==> config.mk <==
export PLATFORM = sky130hd
export DESIGN_NAME = i2c_hub_repeater
export DESIGN_NICKNAME = d
export VERILOG_FILES = /design/src/rtl/hub_pkg.sv /design/src/rtl/hub_sync.sv /design/src/rtl/hub_lane.sv /design/src/rtl/i2c_hub_repeater.sv
export SDC_FILE = /design/constraint.sdc
export NUM_CORES = 1
export LEC_CHECK = 0
export BUFFER_PORTS_ARGS = -buffer_cell sky130_fd_sc_hd__buf_2
export CAP_MARGIN = 0
export CORE_MARGIN = 8
export CORE_UTILIZATION = 45
export CTS_BUF_LIST = sky130_fd_sc_hd__clkbuf_16
export DETAILED_ROUTE_END_ITERATION = 10
export SLEW_MARGIN = 20
export SYNTH_ARGS = -nofsm -noshare
export SYNTH_HDL_FRONTEND = slang
export SYNTH_SLANG_ARGS = --single-unit
==> constraint.sdc <==
create_clock -name clk -period 3.5 [get_ports clk]
set_input_delay 0.7 -clock clk [delete_from_list [all_inputs] [get_ports clk]]
set_output_delay 0.7 -clock clk [all_outputs]
set_load 0.02 [all_outputs]
==> src/rtl/hub_pkg.sv <==
package hub_pkg;
  // Lane sequencer states
  typedef enum logic [1:0] {
    ST_IDLE = 2'd0,  // bus idle, nothing driven
    ST_BUSY = 2'd1,  // a low is present, repeating
    ST_REL  = 2'd2,  // held line high, last port freed, timing its rise
    ST_WAIT = 2'd3   // any-low released, waiting for the cluster
  } hub_st_e;
endpackage

==> src/rtl/hub_sync.sv <==
module hub_sync #(
  parameter int unsigned W       = 1,
  parameter int unsigned DEPTH   = 2,
  parameter logic        RST_VAL = 1'b1
) (
  input  logic         clk,
  input  logic         rst,
  input  logic [W-1:0] d,
  output logic [W-1:0] q
);
  logic [W-1:0] stg [DEPTH];

  always_ff @(posedge clk) begin
    if (rst) begin
      for (int k = 0; k < DEPTH; k++) stg[k] <= {W{RST_VAL}};
    end else begin
      stg[0] <= d;
      for (int k = 1; k < DEPTH; k++) stg[k] <= stg[k-1];
    end
  end

  assign q = stg[DEPTH-1];
endmodule

==> src/rtl/hub_lane.sv <==
module hub_lane
  import hub_pkg::*;
#(
  parameter int unsigned NP      = 5,
  parameter int unsigned SYNC    = 2,
  parameter int unsigned REL_TMO = 125
) (
  input  logic          clk,
  input  logic          rst,
  input  logic [NP-1:0] act,
  input  logic [NP-1:0] pad_in,
  input  logic          xa_in,
  input  logic          xh_in,
  output logic [NP-1:0] pad_oe,
  output logic          xa_oe,
  output logic          xh_oe
);
  localparam int unsigned CW = $clog2(REL_TMO + 1);

  logic [NP+1:0] raw_s;
  logic [NP-1:0] p, drv_echo;
  logic          xa_s, xh_s;

  hub_sync #(.W(NP+2), .DEPTH(SYNC), .RST_VAL(1'b1)) u_in (
    .clk(clk), .rst(rst), .d({xh_in, xa_in, pad_in}), .q(raw_s));
  // own drive delayed like the pad path, to mask our own lows
  hub_sync #(.W(NP), .DEPTH(SYNC), .RST_VAL(1'b0)) u_echo (
    .clk(clk), .rst(rst), .d(pad_oe), .q(drv_echo));

  assign p    = raw_s[NP-1:0];
  assign xa_s = raw_s[NP];
  assign xh_s = raw_s[NP+1];

  hub_st_e       st, st_n;
  logic          own, own_n, xh_seen, xh_seen_n;
  logic [CW-1:0] cnt, cnt_n;
  logic [NP-1:0] last_q, last_n, ext_prev, ext_live, fell, rel_mask, rel_mask_n, drv_n;
  logic          last_rise, any_ext;

  assign rel_mask  = (st == ST_REL || st == ST_WAIT) ? last_q : '0;
  assign ext_live  = act & ~p & ~drv_echo & ~rel_mask;
  assign any_ext   = |ext_live;
  assign fell      = ext_prev & ~ext_live;
  assign last_rise = |(last_q & p & ~drv_echo);

  always_comb begin
    st_n      = st;
    own_n     = own;
    xh_seen_n = xh_seen;
    cnt_n     = cnt;
    last_n    = (|fell) ? (fell & (~fell + NP'(1))) : last_q;
    case (st)
      ST_IDLE: begin
        if (any_ext || !xa_s) begin
          st_n      = ST_BUSY;
          own_n     = any_ext;
          xh_seen_n = 1'b0;
        end
      end
      ST_BUSY: begin
        if (any_ext) own_n = 1'b1;
        if (!xh_s) xh_seen_n = 1'b1;
        if (own && xh_seen && xh_s && !any_ext) begin
          st_n  = ST_REL;
          cnt_n = '0;
        end else if (!own && !any_ext && xa_s) begin
          st_n = ST_IDLE;
        end
      end
      ST_REL: begin
        cnt_n = cnt + CW'(1);
        if (any_ext) begin
          st_n      = ST_BUSY;
          xh_seen_n = 1'b0;
        end else if (last_rise || cnt == CW'(REL_TMO - 1)) begin
          st_n = ST_WAIT;
        end
      end
      default: begin
        if (xa_s && (last_q == '0 || last_rise)) begin
          st_n  = ST_IDLE;
          own_n = 1'b0;
        end
      end
    endcase
    rel_mask_n = (st_n == ST_REL || st_n == ST_WAIT) ? last_n : '0;
    drv_n      = (st_n == ST_IDLE) ? '0 : (act & ~ext_live & ~{NP{xa_s}} & ~rel_mask_n);
  end

  always_ff @(posedge clk) begin
    if (rst) begin
      st       <= ST_IDLE;
      own      <= 1'b0;
      xh_seen  <= 1'b0;
      cnt      <= '0;
      last_q   <= '0;
      ext_prev <= '0;
      pad_oe   <= '0;
      xa_oe    <= 1'b0;
      xh_oe    <= 1'b0;
    end else begin
      st       <= st_n;
      own      <= own_n;
      xh_seen  <= xh_seen_n;
      cnt      <= cnt_n;
      last_q   <= last_n;
      ext_prev <= ext_live;
      pad_oe   <= drv_n;
      xa_oe    <= own_n && (st_n == ST_BUSY || st_n == ST_REL);
      xh_oe    <= (st_n != ST_WAIT) && any_ext;
    end
  end
endmodule

==> src/rtl/i2c_hub_repeater.sv <==
module i2c_hub_repeater #(
  parameter int unsigned NP      = 5,
  parameter int unsigned SYNC    = 2,
  parameter int unsigned REL_TMO = 125
) (
  input  logic          clk,
  input  logic          rst,
  input  logic [NP-2:0] port_en,
  input  logic [NP-1:0] sda_pad_in,
  output logic [NP-1:0] sda_pad_oe,
  input  logic [NP-1:0] scl_pad_in,
  output logic [NP-1:0] scl_pad_oe,
  input  logic          sda_xa_in,
  output logic          sda_xa_oe,
  input  logic          sda_xh_in,
  output logic          sda_xh_oe,
  input  logic          scl_xa_in,
  output logic          scl_xa_oe,
  input  logic          scl_xh_in,
  output logic          scl_xh_oe
);
  logic [NP-2:0] en_s;
  logic [NP-1:0] act;

  hub_sync #(.W(NP-1), .DEPTH(SYNC), .RST_VAL(1'b0)) u_en (
    .clk(clk), .rst(rst), .d(port_en), .q(en_s));

  assign act = {en_s, 1'b1};  // port 0 always active

  hub_lane #(.NP(NP), .SYNC(SYNC), .REL_TMO(REL_TMO)) u_sda (
    .clk(clk), .rst(rst), .act(act), .pad_in(sda_pad_in),
    .xa_in(sda_xa_in), .xh_in(sda_xh_in),
    .pad_oe(sda_pad_oe), .xa_oe(sda_xa_oe), .xh_oe(sda_xh_oe));

  hub_lane #(.NP(NP), .SYNC(SYNC), .REL_TMO(REL_TMO)) u_scl (
    .clk(clk), .rst(rst), .act(act), .pad_in(scl_pad_in),
    .xa_in(scl_xa_in), .xh_in(scl_xh_in),
    .pad_oe(scl_pad_oe), .xa_oe(scl_xa_oe), .xh_oe(scl_xh_oe));
endmodule

# Yosys cells after proc, flatten, opt, wreduce, memory -nomap -nowiden
# Memories as Yosys holds them, arrays and structs flattened.
# Cells that the tools add are included.
dict set report totals {
  register_bits 56
  latch_bits 0
  ramBits 56
  romBits 0
  in_bits 20
  out_inout_bits 14
  n_memories 5
}
# name depth word_bits rd rd_clocked_by_memory_dff write_ports line
set memory_table {}
lappend memory_table {u_scl.u_in.stg 2 7 2 0 2 hub_sync.sv:11} ;# logic [W-1:0] stg [DEPTH];
lappend memory_table {u_sda.u_in.stg 2 7 2 0 2 hub_sync.sv:11}
lappend memory_table {u_scl.u_echo.stg 2 5 2 0 2 hub_sync.sv:11}
lappend memory_table {u_sda.u_echo.stg 2 5 2 0 2 hub_sync.sv:11}
lappend memory_table {u_en.stg 2 4 2 0 2 hub_sync.sv:11}
dict set report op_classes {
  n_addsub 4
  mul 0
  div_mod_pow 0
  magnitude_cmp 0
  eq_ne 24
  shift 0
  n_mux 53
  bitwise 44
  n_reduce_logical 56
}
# operator count
set op_table {}
lappend op_table {{5-bit bitwise AND} 20}
lappend op_table {{5-bit inverter} 14}
lappend op_table {{5-bit two-way mux} 10}
lappend op_table {{7-bit two-way mux} 6}
lappend op_table {{5-bit OR reduction} 6}
lappend op_table {{7-bit one-hot mux with 2 select lines} 2}
lappend op_table {{2-bit two-way mux} 12}
lappend op_table {{2-bit equality test (second input constant)} 8}
lappend op_table {{1-bit logical AND} 16}
lappend op_table {{1-bit two-way mux} 15}
lappend op_table {{7-bit by 1-bit adder with 7-bit output (second input constant)} 2}
lappend op_table {{7-bit equality test (second input constant)} 2}
lappend op_table {{1-bit logical OR} 12}
lappend op_table {{2-bit by 1-bit != test with 1-bit output (second input constant)} 6}
lappend op_table {{1-bit one-hot mux with 3 select lines} 4}
lappend op_table {{2-bit one-hot mux with 3 select lines} 2}
lappend op_table {{5-bit by 1-bit adder with 5-bit output (second input constant)} 2}
lappend op_table {{5-bit logical NOT} 2}
lappend op_table {{1-bit OR} 10}
lappend op_table {{2-bit by 1-bit equality test with 1-bit output (second input constant)} 4}
lappend op_table {{2-bit logical NOT} 4}
lappend op_table {{4-bit two-way mux} 2}
lappend op_table {{2-bit != test (second input constant)} 4}
lappend op_table {{4-bit AND reduction} 2}
lappend op_table {{5 further kinds} 14}

# Logic depth before layout (Yosys ltp)
# Gate-level depths: netlist (run 1).
dict set report logic_depth {
  word_depth 17
  ltp_mapped 11
}

# Cells and area by module
# From an unflattened synthesis (run 1), not the netlist that was laid out.
dict set report hier_totals {
  cells_unflattened 497
  hier_area_um2 4748.3
}
# mod instances cells_per_inst area_each_um2
set modules_own_cells {}
lappend modules_own_cells {hub_lane 2 177 1520.2}
lappend modules_own_cells {{hub_sync at u_scl.u_in ...} 2 36 431.7}
lappend modules_own_cells {{hub_sync at u_scl.u_echo ...} 2 25 300.3}
lappend modules_own_cells {{hub_sync at u_en} 1 20 240.2}
lappend modules_own_cells {i2c_hub_repeater 1 1 3.8}

# Worst setup path after synthesis (run 1)
# No wires, ideal clock.
dict set report synth_path {
  path_type {register -> register}
  startpoint {reg u_scl.cnt[0]}
  endpoint {reg u_scl.xa_oe}
  t_arrival_ns 2.305
  required_ns 3.408
  setup_slack_ns 1.103
  stages_incl_launch_ff 11
  n_path_buf 0
  synth_period_minus_slack_ns 2.397
  cell_sequence {dfxtp_1 -> inv_1 -> ha_1 -> nand4_1 -> o211ai_1 -> or3_1 -> a2111oi_2 -> o31a_1 -> ha_1 -> or3_1 -> o32ai_1}
}
dict set report synth_via {
  elab_chain_len 8
}
# element line
set synth_rtl {}
lappend synth_rtl {{start: declaration} hub_lane.sv:36} ;# logic [CW-1:0] cnt, cnt_n;
lappend synth_rtl {{start signal: assignment} hub_lane.sv:105} ;# cnt <= cnt_n;
lappend synth_rtl {{7-bit equality test (*)} hub_lane.sv:75} ;# end else if (last_rise || cnt == CW'(REL_TMO - 1)) begin
lappend synth_rtl {{1-bit logical OR (*)} hub_lane.sv:75}
lappend synth_rtl {{2-bit two-way mux (*)} hub_lane.sv:75}
lappend synth_rtl {{2-bit two-way mux (*)} hub_lane.sv:72} ;# if (any_ext) begin
lappend synth_rtl {{2-bit one-hot mux with 3 select lines (*)} hub_lane.sv:52} ;# case (st)
lappend synth_rtl {{2-bit by 1-bit equality test with 1-bit output or 2-bit equality test (tied branches)} hub_lane.sv:109} ;# xa_oe <= own_n && (st_n == ST_BUSY || st_n == ST_REL);
lappend synth_rtl {{1-bit logical OR (*)} hub_lane.sv:109}
lappend synth_rtl {{1-bit logical AND (*)} hub_lane.sv:109}
lappend synth_rtl {{end signal: assignment} hub_lane.sv:109}
lappend synth_rtl {{end: declaration} hub_lane.sv:15} ;# output logic xa_oe,
# Mark *: on every way between the ends. The rest lies on a longest branch, timed or not.
# A chain may end at the register's enable or synchronous reset.

# Final worst setup path (run 1)
dict set report layout_path {
  startpoint {reg u_scl.st[1]}
  endpoint {reg u_scl.pad_oe[1]}
}
dict set report layout_via {
  elab_chain_len 17
}
# element line
set layout_rtl {}
lappend layout_rtl {{start: declaration} hub_lane.sv:34} ;# hub_st_e st, st_n;
lappend layout_rtl {{start signal: assignment} hub_lane.sv:102} ;# st <= st_n;
lappend layout_rtl {{2-bit equality test (on tied branches)} {hub_lane.sv:40, hub_lane.sv:52}}
lappend layout_rtl {{1-bit logical OR} hub_lane.sv:40} ;# assign rel_mask = (st == ST_REL || st == ST_WAIT) ? last_q : '0;
lappend layout_rtl {{5-bit two-way mux} hub_lane.sv:40}
lappend layout_rtl {{5-bit inverter} hub_lane.sv:41} ;# assign ext_live = act & ~p & ~drv_echo & ~rel_mask;
lappend layout_rtl {{5-bit bitwise AND} hub_lane.sv:41}
lappend layout_rtl {{5-bit OR reduction} hub_lane.sv:42} ;# assign any_ext = |ext_live;
lappend layout_rtl {{1-bit logical NOT} {hub_lane.sv:63, hub_lane.sv:66}}
lappend layout_rtl {{1-bit logical AND (2 in a row)} hub_lane.sv:66} ;# end else if (!own && !any_ext && xa_s) begin
lappend layout_rtl {{2-bit two-way mux} hub_lane.sv:66}
lappend layout_rtl {{2-bit two-way mux} hub_lane.sv:63} ;# if (own && xh_seen && xh_s && !any_ext) begin
lappend layout_rtl {{2-bit one-hot mux with 3 select lines} hub_lane.sv:52}
lappend layout_rtl {{2-bit equality test} hub_lane.sv:86} ;# rel_mask_n = (st_n == ST_REL || st_n == ST_WAIT) ? last_n : '0;
lappend layout_rtl {{1-bit logical OR} hub_lane.sv:86}
lappend layout_rtl {{5-bit two-way mux} hub_lane.sv:86}
lappend layout_rtl {{5-bit inverter} hub_lane.sv:87} ;# drv_n = (st_n == ST_IDLE) ? '0 : (act & ~ext_live & ~{NP{xa_s}} & ~rel_mask_n);
lappend layout_rtl {{5-bit bitwise AND} hub_lane.sv:87}
lappend layout_rtl {{end signal: assignment} hub_lane.sv:108} ;# pad_oe <= drv_n;
lappend layout_rtl {{end: declaration} hub_lane.sv:14} ;# output logic [NP-1:0] pad_oe,
# Parallel ways exist; a longest one is shown, timed or not.

==> insert_results.sql, run 1 <==
INSERT INTO impl_metrics (metric_group, metric, value, unit) VALUES
('grt', 'global_route_usage_over_all_layers', '0.1405', ''),
('die', 'core', '9594', 'um2'),
('placed_design', 'buffer_ports.inserted', '33', ''),
('synthesis', 'synth_enable_flop_cells', '0', ''),
('cts', 'post-cts-setup-buffers', '0', ''),
('synthesis', 'async_flop_share', '0', ''),
('routing', 'ant_nets', '0', ''),
('min_path', 'timing.hold.worst.class', 'flop to flop', ''),
('grt', 'grt_max_degree', '78', ''),
('sta', 'final.period_utilization', '0.8090', ''),
('routing', 'avgViaCountPerCell', '5.281', ''),
('cts', 'clockRootBuffer', 'sky130_fd_sc_hd__clkbuf_16', ''),
('sta', 'hold_viol', '0', ''),
('placed_design', 'gp_routability_congestion', '0.8214', ''),
('sta', 'fmax', '353.2', 'MHz'),
('sta', 'rsz0062_at_grt', 'false', ''),
('synthesis', 'synth_commonest_cells', 'sky130_fd_sc_hd__dfxtp_1, sky130_fd_sc_hd__nor2_1, sky130_fd_sc_hd__nand2_1', ''),
('critical_path', 'critPathCaptureType', 'flop', ''),
('synthesis', 'yosys.cell_count.top_type', 'sky130_fd_sc_hd__dfxtp_1', ''),
('synthesis', 'synth.yosys.warnings', '0', ''),
('grt', 'number_of_antenna_violations_at_the_first_check_in_global_routing', '0', ''),
('cts', 'path_clk_slew', '0.08', 'ns'),
('synthesis', 'synthesis.nets', '477', ''),
('critical_path', 'startpoint_type', 'flop', ''),
('routing', 'drt-pass1-iter-count', '5', ''),
('grt', 'grt_remaining_overflow', '0', ''),
('grt', 'grt_pass1_wl', '14880', 'um'),
('synthesis', 'synth_top_area_share', '0.5151', ''),
('routing', 'wl_per_cell', '14.09', 'um'),
('synthesis', 'yosysSeqAreaShare', '0.5151', ''),
('die', 'floorplan.initialDensity', '0.4537', ''),
('sta', 'min_period', '2.832', 'ns'),
('cts', 'cts_buffer_depth', '2', ''),
('sta', 'finalHoldWorstSlack', '0.4110', 'ns'),
('power', 'pd_cells', '496.0', 'nW/um2'),
('sta', 'maxSlewViolCount', '0', ''),
('critical_path', 'cp_data_required_time', '3.79', 'ns'),
('cts', 'cts_inserted_buffers', '9', ''),
('synthesis', 'synth.lib_cells_used.distinct', '64', ''),
('power', 'report.power.total', '2.446', 'mW'),
('die', 'placementRows', '36', ''),
('cts', 'htreeDepth', '3', ''),
('layout', 'num-nets-final', '505', ''),
('cts', 'cts_tree', 'built', ''),
('synthesis', 'syn_area', '4353', 'um2'),
('layout', 'final_core_util', '0.5141', ''),
('sta', 'worst_pin_slew', '0.6793', 'ns'),
('run', 'maxCapViolations', '0', ''),
('sta', 'finalSetupViolCount', '0', ''),
('layout', 'final_layout_size_suffix_gt1_frac', '0.2021', ''),
('critical_path', 'critical_path.max_fanout', '15', ''),
('power', 'ir_drop', '0.0002380', 'V'),
('layout', 'area_growth', '13.31', '%'),
('die', 'die_area', '13080', 'um2'),
('grt', 'via_count_of_the_first_global_routing_pass', '3123', ''),
('sta', 'worst_slew_margin_rel', '0.5436', ''),
('synthesis', 'yosys_register_bits', '112', ''),
('cts', 'cts_resized', '0', ''),
('sta', 'fin_setup_tns', '0', 'ns'),
('synthesis', 'yosys_most_used_dff', 'sky130_fd_sc_hd__dfxtp_1', ''),
('synthesis', 'netlist_instances', '447', ''),
('placed_design', 'place_hpwl', '6017', 'um'),
('critical_path', 'crit_type', 'flop to flop', ''),
('synthesis', 'synth_top_cell_by_area', 'sky130_fd_sc_hd__dfxtp_1', ''),
('routing', 'post-route-drc-count', '0', ''),
('die', 'num_io_pins', '34', ''),
('synthesis', 'synth.avg_cell_area', '9.738', 'um2'),
('die', 'die_w', '114.4', 'um'),
('layout', 'antenna-diode-count', '0', ''),
('routing', 'routed-via-count', '3237', ''),
('critical_path', 'critPathArrivalTime', '3.12', 'ns'),
('run_status', 'result_of_the_run', 'finished clean', ''),
('cts', 'numClockSinks', '112', ''),
('synthesis', 'post_synth_main_area_contributors', 'sky130_fd_sc_hd__dfxtp_1, sky130_fd_sc_hd__nor2b_1, sky130_fd_sc_hd__or2_2', ''),
('power', 'leakagePower', '1.916', 'nW'),
('routing', 'first_iter_violations', '217', ''),
('cts', 'cts.hold.buffers_added', '0', ''),
('routing', 'postRouteWirelength', '8637', 'um'),
('sta', 'finalClockSkew', '0.006190', 'ns'),
('die', 'die_height', '114.4', 'um'),
('cts', 'clk-insertion-delay-late', '0.34', 'ns');
[through the flow]
step	std cells	area, um2	setup WS (ns)
3_5_place_dp	597	4629	0.7282
3_3_place_gp	597	4629	0.8135
4_1_cts	613	4932	0.7103
5_1_grt	613	4932	0.5275
6_report	613	4932	0.6684
2_1_floorplan	447	4353	1.103
[per-layer routing]
layer	vias to the layer above	global-route usage	routed length (um)
met5	-	0	0
met4	0	0.06389	148
met2	62	0.2129	3842
met1	1514	0.1887	4324
li1	1647	-	-
met3	14	0.02690	321
[flip-flops by register name, summed over array words and instances (netlist names), 2 cells and up]
signal            cells
u_en.stg              8
u_scl.cnt             7
u_scl.ext_prev        5
u_scl.last_q          5
u_scl.pad_oe          5
u_scl.st              2
u_scl.u_echo.stg     10
u_scl.u_in.stg       14
u_sda.cnt             7
u_sda.ext_prev        5
u_sda.last_q          5
u_sda.pad_oe          5
u_sda.st              2
u_sda.u_echo.stg     10
u_sda.u_in.stg       14
[layout by cell type (no fill, tap or decap), types with 3 or more instances in the layout]
master                      synthesis  routed
sky130_fd_sc_hd__a21boi_0           4       4
sky130_fd_sc_hd__a21oi_1           11      11
sky130_fd_sc_hd__or2_2             30      30
sky130_fd_sc_hd__nand2b_1           4       4
sky130_fd_sc_hd__nor3_1             6       6
sky130_fd_sc_hd__ha_1              10      10
sky130_fd_sc_hd__o31ai_1            5       5
sky130_fd_sc_hd__buf_2              0      33
sky130_fd_sc_hd__o22ai_1            5       5
sky130_fd_sc_hd__o221ai_1           3       3
sky130_fd_sc_hd__nor4_1             3       3
sky130_fd_sc_hd__and3_1             4       4
sky130_fd_sc_hd__or3_1              7       7
sky130_fd_sc_hd__nor2_1            37      37
sky130_fd_sc_hd__a31oi_1            5       5
sky130_fd_sc_hd__a21bo_2            4       4
sky130_fd_sc_hd__clkbuf_16          0       9
sky130_fd_sc_hd__dfxtp_1          112     112
sky130_fd_sc_hd__or4_1              4       4
sky130_fd_sc_hd__nand3b_1           3       3
sky130_fd_sc_hd__nand4_1            5       5
sky130_fd_sc_hd__o21ai_0           11      11
sky130_fd_sc_hd__o211ai_1           6       6
sky130_fd_sc_hd__nand2_1           33      33
sky130_fd_sc_hd__nor2b_1           32      32
sky130_fd_sc_hd__a21o_1             3       3
sky130_fd_sc_hd__o2111a_1           7       7
sky130_fd_sc_hd__and2_1             5       5
sky130_fd_sc_hd__a211oi_1           3       3
sky130_fd_sc_hd__nand3_1           18      18
sky130_fd_sc_hd__inv_1             10      10
[area by class of cell]
| type | instances | area (um2) |
|---|---|---|
| Sequential cell | 112 | 2242 |
| Clock buffer | 9 | 225.2 |
| Inverter | 11 | 41.29 |
| Multi-Input combinational cell | 307 | 1994 |
| Clock inverter | 7 | 77.57 |
| Timing Repair Buffer | 34 | 185.2 |
| Tap cell | 133 | 166.4 |
| Fill cell | 899 | 4662 |
[worst paths after layout]
path,from,end,slack [ns],cells past startpoint
hold / removal,u_sda.u_in.stg[0][5],u_sda.u_in.stg[0][12],0.41,1
hold reg to reg,u_sda.u_in.stg[0][5],u_sda.u_in.stg[0][12],0.41,1
setup / recovery,u_scl.st[1],u_scl.pad_oe[1],0.67,8
setup reg to reg,u_scl.st[1],u_scl.pad_oe[1],0.67,8
[power breakdown]
group | internal (mW) | total (mW) | switching [mW]
combinational | 0.0530 | 0.117 | 0.0635
sequential | 1.30 | 1.32 | 0.0209
clock | 0.507 | 1.01 | 0.499
total | 1.86 | 2.45 | 0.584
[worst max-delay path, stage by stage (launching register included)]
cell,delay (ns)
sky130_fd_sc_hd__dfxtp_1,0.65
sky130_fd_sc_hd__a211o_1,0.26
sky130_fd_sc_hd__a21bo_2,0.26
sky130_fd_sc_hd__nand4b_4,0.25
sky130_fd_sc_hd__a2bb2oi_1,0.22
sky130_fd_sc_hd__ha_1,0.22
sky130_fd_sc_hd__nor3_1,0.56
sky130_fd_sc_hd__and3_1,0.24
sky130_fd_sc_hd__o31a_1,0.12
[kinds of logic (layout without fill, tap and decap cells)]
kind of cell	Yosys count	count (layout)	share of synthesized area
simple gates	202	202	0.2552
flops	112	112	0.5151
compound gates	94	94	0.1722
buf+inv	28	61	0.02673
fa+ha+maj	10	10	0.02874
xor+xnor	1	1	0.002012
Note: power is estimated with default switching activity, not from simulation.
==> run 2: changes to the inputs <==
--- a/config.mk
+++ b/config.mk
@@ -5,6 +5,7 @@
 export SDC_FILE = /design/constraint.sdc
 export NUM_CORES = 1
 export LEC_CHECK = 0
+export ABC_AREA = 1
 export BUFFER_PORTS_ARGS = -buffer_cell sky130_fd_sc_hd__buf_2
 export CAP_MARGIN = 0
 export CORE_MARGIN = 8
==> constraint.sdc (replaced) <==
create_clock -name clk -period 2.3 [get_ports clk]
set_input_delay 0.46 -clock clk [delete_from_list [all_inputs] [get_ports clk]]
set_output_delay 0.46 -clock clk [all_outputs]
set_load 0.02 [all_outputs]
==> run 2 against run 1 <==
Wire length rose by 4.7%. Clock skew up 0.0060 ns. Die area up 4.9%. Hold slack got worse by 0.13 ns. Sequential share of layout area is 2.5 points lower. Flip-flop and latch count did not move. Sequential power rose by 52%. Cell count rose by 24%. Cell area rose by 6.8%. Critical endpoint is now u_sda.pad_oe[4]. Highest routed layer unchanged.
==> insert_results.sql, run 2 <==
INSERT INTO impl_metrics (metric_group, metric, value, unit) VALUES
('routing', 'avgViaCountPerCell', '4.725', ''),
('layout', 'biggestRegsByFlops', 'u_scl.u_in.stg x14, u_sda.u_in.stg x14', ''),
('placed_design', 'gp_routability_congestion', '0.8652', ''),
('critical_path', 'worst-path-buf-inv', '3', ''),
('synthesis', 'synth_commonest_cells', 'sky130_fd_sc_hd__dfxtp_1, sky130_fd_sc_hd__inv_1, sky130_fd_sc_hd__nand2_1', ''),
('synthesis', 'syn_area', '4599', 'um2'),
('synthesis', 'synth_top_cell_by_area', 'sky130_fd_sc_hd__dfxtp_1', ''),
('sta', 'hold_viol', '0', ''),
('synthesis', 'synth.lib_cells_used.distinct', '34', ''),
('sta', 'worst_slew_margin_rel', '0.7348', ''),
('placed_design', 'buffer_ports.inserted', '33', ''),
('min_path', 'timing.hold.worst.class', 'input port to flop', ''),
('layout', 'antenna-diode-count', '0', ''),
('routing', 'first_iter_violations', '245', ''),
('critical_path', 'crit_path_top_delay_cell', 'sky130_fd_sc_hd__dfxtp_2', ''),
('die', 'die_area', '13710', 'um2'),
('grt', 'grt_pass1_wl', '15620', 'um'),
('power', 'ir_drop', '0.0004572', 'V'),
('cts', 'path_clk_slew', '0.08', 'ns'),
('die', 'die_height', '117.1', 'um'),
('cts', 'cts_tree', 'built', ''),
('power', 'leakagePower', '2.404', 'nW'),
('sta', 'worst_pin_slew', '0.3964', 'ns'),
('routing', 'ant_nets', '0', ''),
('cts', 'cts_inserted_buffers', '9', ''),
('critical_path', 'startpoint_type', 'flop', ''),
('grt', 'global_route_usage_over_all_layers', '0.1466', ''),
('synthesis', 'yosys_register_bits', '112', ''),
('sta', 'final.period_utilization', '0.9026', ''),
('cts', 'cts_buffer_depth', '2', ''),
('synthesis', 'yosys.cell_count.top_type', 'sky130_fd_sc_hd__dfxtp_1', ''),
('critical_path', 'crit_type', 'flop to flop', ''),
('critical_path', 'critical_path.most_common_cell', 'sky130_fd_sc_hd__inv_1', ''),
('cts', 'post-cts-setup-buffers', '0', ''),
('run_status', 'result_of_the_run', 'finished clean', ''),
('sta', 'maxSlewViolCount', '0', ''),
('grt', 'grt_remaining_overflow', '0', ''),
('synthesis', 'synth.yosys.warnings', '0', ''),
('routing', 'routed-via-count', '3586', ''),
('die', 'floorplan.initialDensity', '0.4537', ''),
('synthesis', 'post_synth_main_area_contributors', 'sky130_fd_sc_hd__dfxtp_1, sky130_fd_sc_hd__inv_1, sky130_fd_sc_hd__nand2_1', ''),
('routing', 'wl_per_cell', '11.91', 'um'),
('critical_path', 'critical_path_cell_by_cell', 'inv_1 -> ha_1 -> inv_1 -> nor2_1 -> nand2_1 -> nand4_1 -> o21ai_2 -> nand4_2 -> ha_1 -> or2_4 -> nand3_1 -> nand4_1 -> inv_1', ''),
('synthesis', 'yosys_most_used_dff', 'sky130_fd_sc_hd__dfxtp_1', ''),
('sta', 'finalSetupViolCount', '0', ''),
('layout', 'num-nets-final', '648', ''),
('sta', 'rsz0062_at_grt', 'false', ''),
('grt', 'number_of_antenna_violations_at_the_first_check_in_global_routing', '0', ''),
('critical_path', 'timing.critical_path.slowest_cell_delay', '0.37', 'ns'),
('die', 'core', '10140', 'um2'),
('cts', 'htreeDepth', '3', ''),
('layout', 'final_layout_size_suffix_gt1_frac', '0.2552', ''),
('sta', 'fmax', '481.7', 'MHz'),
('grt', 'global_route_met2_usage', '0.2325', ''),
('grt', 'via_count_of_the_first_global_routing_pass', '3379', ''),
('synthesis', 'yosysSeqAreaShare', '0.4875', ''),
('cts', 'clockRootBuffer', 'sky130_fd_sc_hd__clkbuf_16', ''),
('critical_path', 'critical_path.top_delay_family', 'simple AND/OR/NAND/NOR gates', ''),
('die', 'num_io_pins', '34', ''),
('placed_design', 'place_hpwl', '6628', 'um'),
('die', 'die_w', '117.1', 'um'),
('sta', 'min_period', '2.076', 'ns'),
('routing', 'drt-pass1-iter-count', '5', ''),
('layout', 'area_growth', '14.58', '%'),
('sta', 'fin_setup_tns', '0', 'ns'),
('grt', 'grt_max_degree', '40', ''),
('synthesis', 'netlist_instances', '573', ''),
('grt', 'busiest_layer', 'met2', ''),
('cts', 'cts.hold.buffers_added', '0', ''),
('synthesis', 'async_flop_share', '0', ''),
('synthesis', 'synth_enable_flop_cells', '0', ''),
('critical_path', 'critPathArrivalTime', '2.37', 'ns'),
('layout', 'final_core_util', '0.5198', ''),
('power', 'report.power.total', '3.650', 'mW'),
('power', 'pd_cells', '692.5', 'nW/um2'),
('synthesis', 'synthesis.nets', '603', ''),
('sta', 'finalClockSkew', '0.01220', 'ns'),
('cts', 'clk-insertion-delay-late', '0.36', 'ns'),
('synthesis', 'synth_top_area_share', '0.4875', ''),
('layout', 'mostFrequentLayoutCells', 'sky130_fd_sc_hd__dfxtp_1, sky130_fd_sc_hd__inv_1, sky130_fd_sc_hd__nand2_1, sky130_fd_sc_hd__nor2_1, sky130_fd_sc_hd__nand3_1', ''),
('grt', 'grt_use_met3', '0.04053', ''),
('cts', 'numClockSinks', '112', ''),
('synthesis', 'synth.avg_cell_area', '8.027', 'um2'),
('die', 'placementRows', '37', ''),
('critical_path', 'critPathCaptureType', 'flop', ''),
('routing', 'postRouteWirelength', '9043', 'um'),
('grt', 'grtUsageMet1', '0.1843', ''),
('routing', 'post-route-drc-count', '0', ''),
('layout', 'mostFrequentLayoutCell', 'sky130_fd_sc_hd__dfxtp_1', ''),
('critical_path', 'cp_data_required_time', '2.59', 'ns'),
('critical_path', 'critical_path.max_fanout', '5', ''),
('run', 'maxCapViolations', '0', '');
[run 2: final cells by class]
cell class	instances	area [um2]
Inverter	95	359.1
Tap cell	136	170.2
Clock inverter	7	47.55
Multi-Input combinational cell	354	1943
Timing Repair Buffer	46	262.8
Clock buffer	9	225.2
Fill cell	961	4868
Sequential cell	112	2262
[run 2: power breakdown]
group	internal [mW]	switching, mW
Sequential	1.98	0.0249
Clock	0.737	0.702
Combinational	0.0789	0.127
Total	2.80	0.853
[run 2: cell families after synthesis]
logic type	Yosys count	share of synthesized area
AND/OR/NAND/NOR	296	0.3308
adder cells (fa/ha/maj)	10	0.02720
flip-flops	112	0.4875
AO/OA/AOI/OAI	48	0.06339
buffers and inverters	107	0.09113
[run 2: routing by layer]
metal,wire length (um),up-vias
met4,177,0
met5,0,-
li1,-,1879
met1,4404,1617
met2,4079,72
met3,381,18
[run 2: timing repair]
item,4_1_cts,5_1_grt
gates resized for setup,1,16
hold endpoints to repair,0,0
pin swaps,0,2
endpoints found under the setup margin,1,7
[run 2: path summary, 6_finish.rpt]
kind / startpoint / slack (ns) / to / cells past startpoint
min reg2reg: u_en.stg[0][3] / 0.39 / u_en.stg[0][7] / 2
min: scl_pad_in[4] / 0.28 / u_scl.u_in.stg[0][4] / 2
max: u_sda.cnt[0] / 0.22 / u_sda.pad_oe[4] / 13
max reg2reg: u_sda.cnt[0] / 0.22 / u_sda.pad_oe[4] / 13
[run 2: metrics by stage]
stage	instances	cell area (um2)	setup WS (ns)	hold slack [ns]
2_1_floorplan	573	4599	0.3887	0.3883
3_3_place_gp	743	4972	0.08699	0.3887
3_5_place_dp	743	4972	0.009473	0.3933
4_1_cts	759	5246	0.03533	0.2703
5_1_grt	759	5270	0.007151	0.2725
6_report	759	5270	0.2241	0.2817
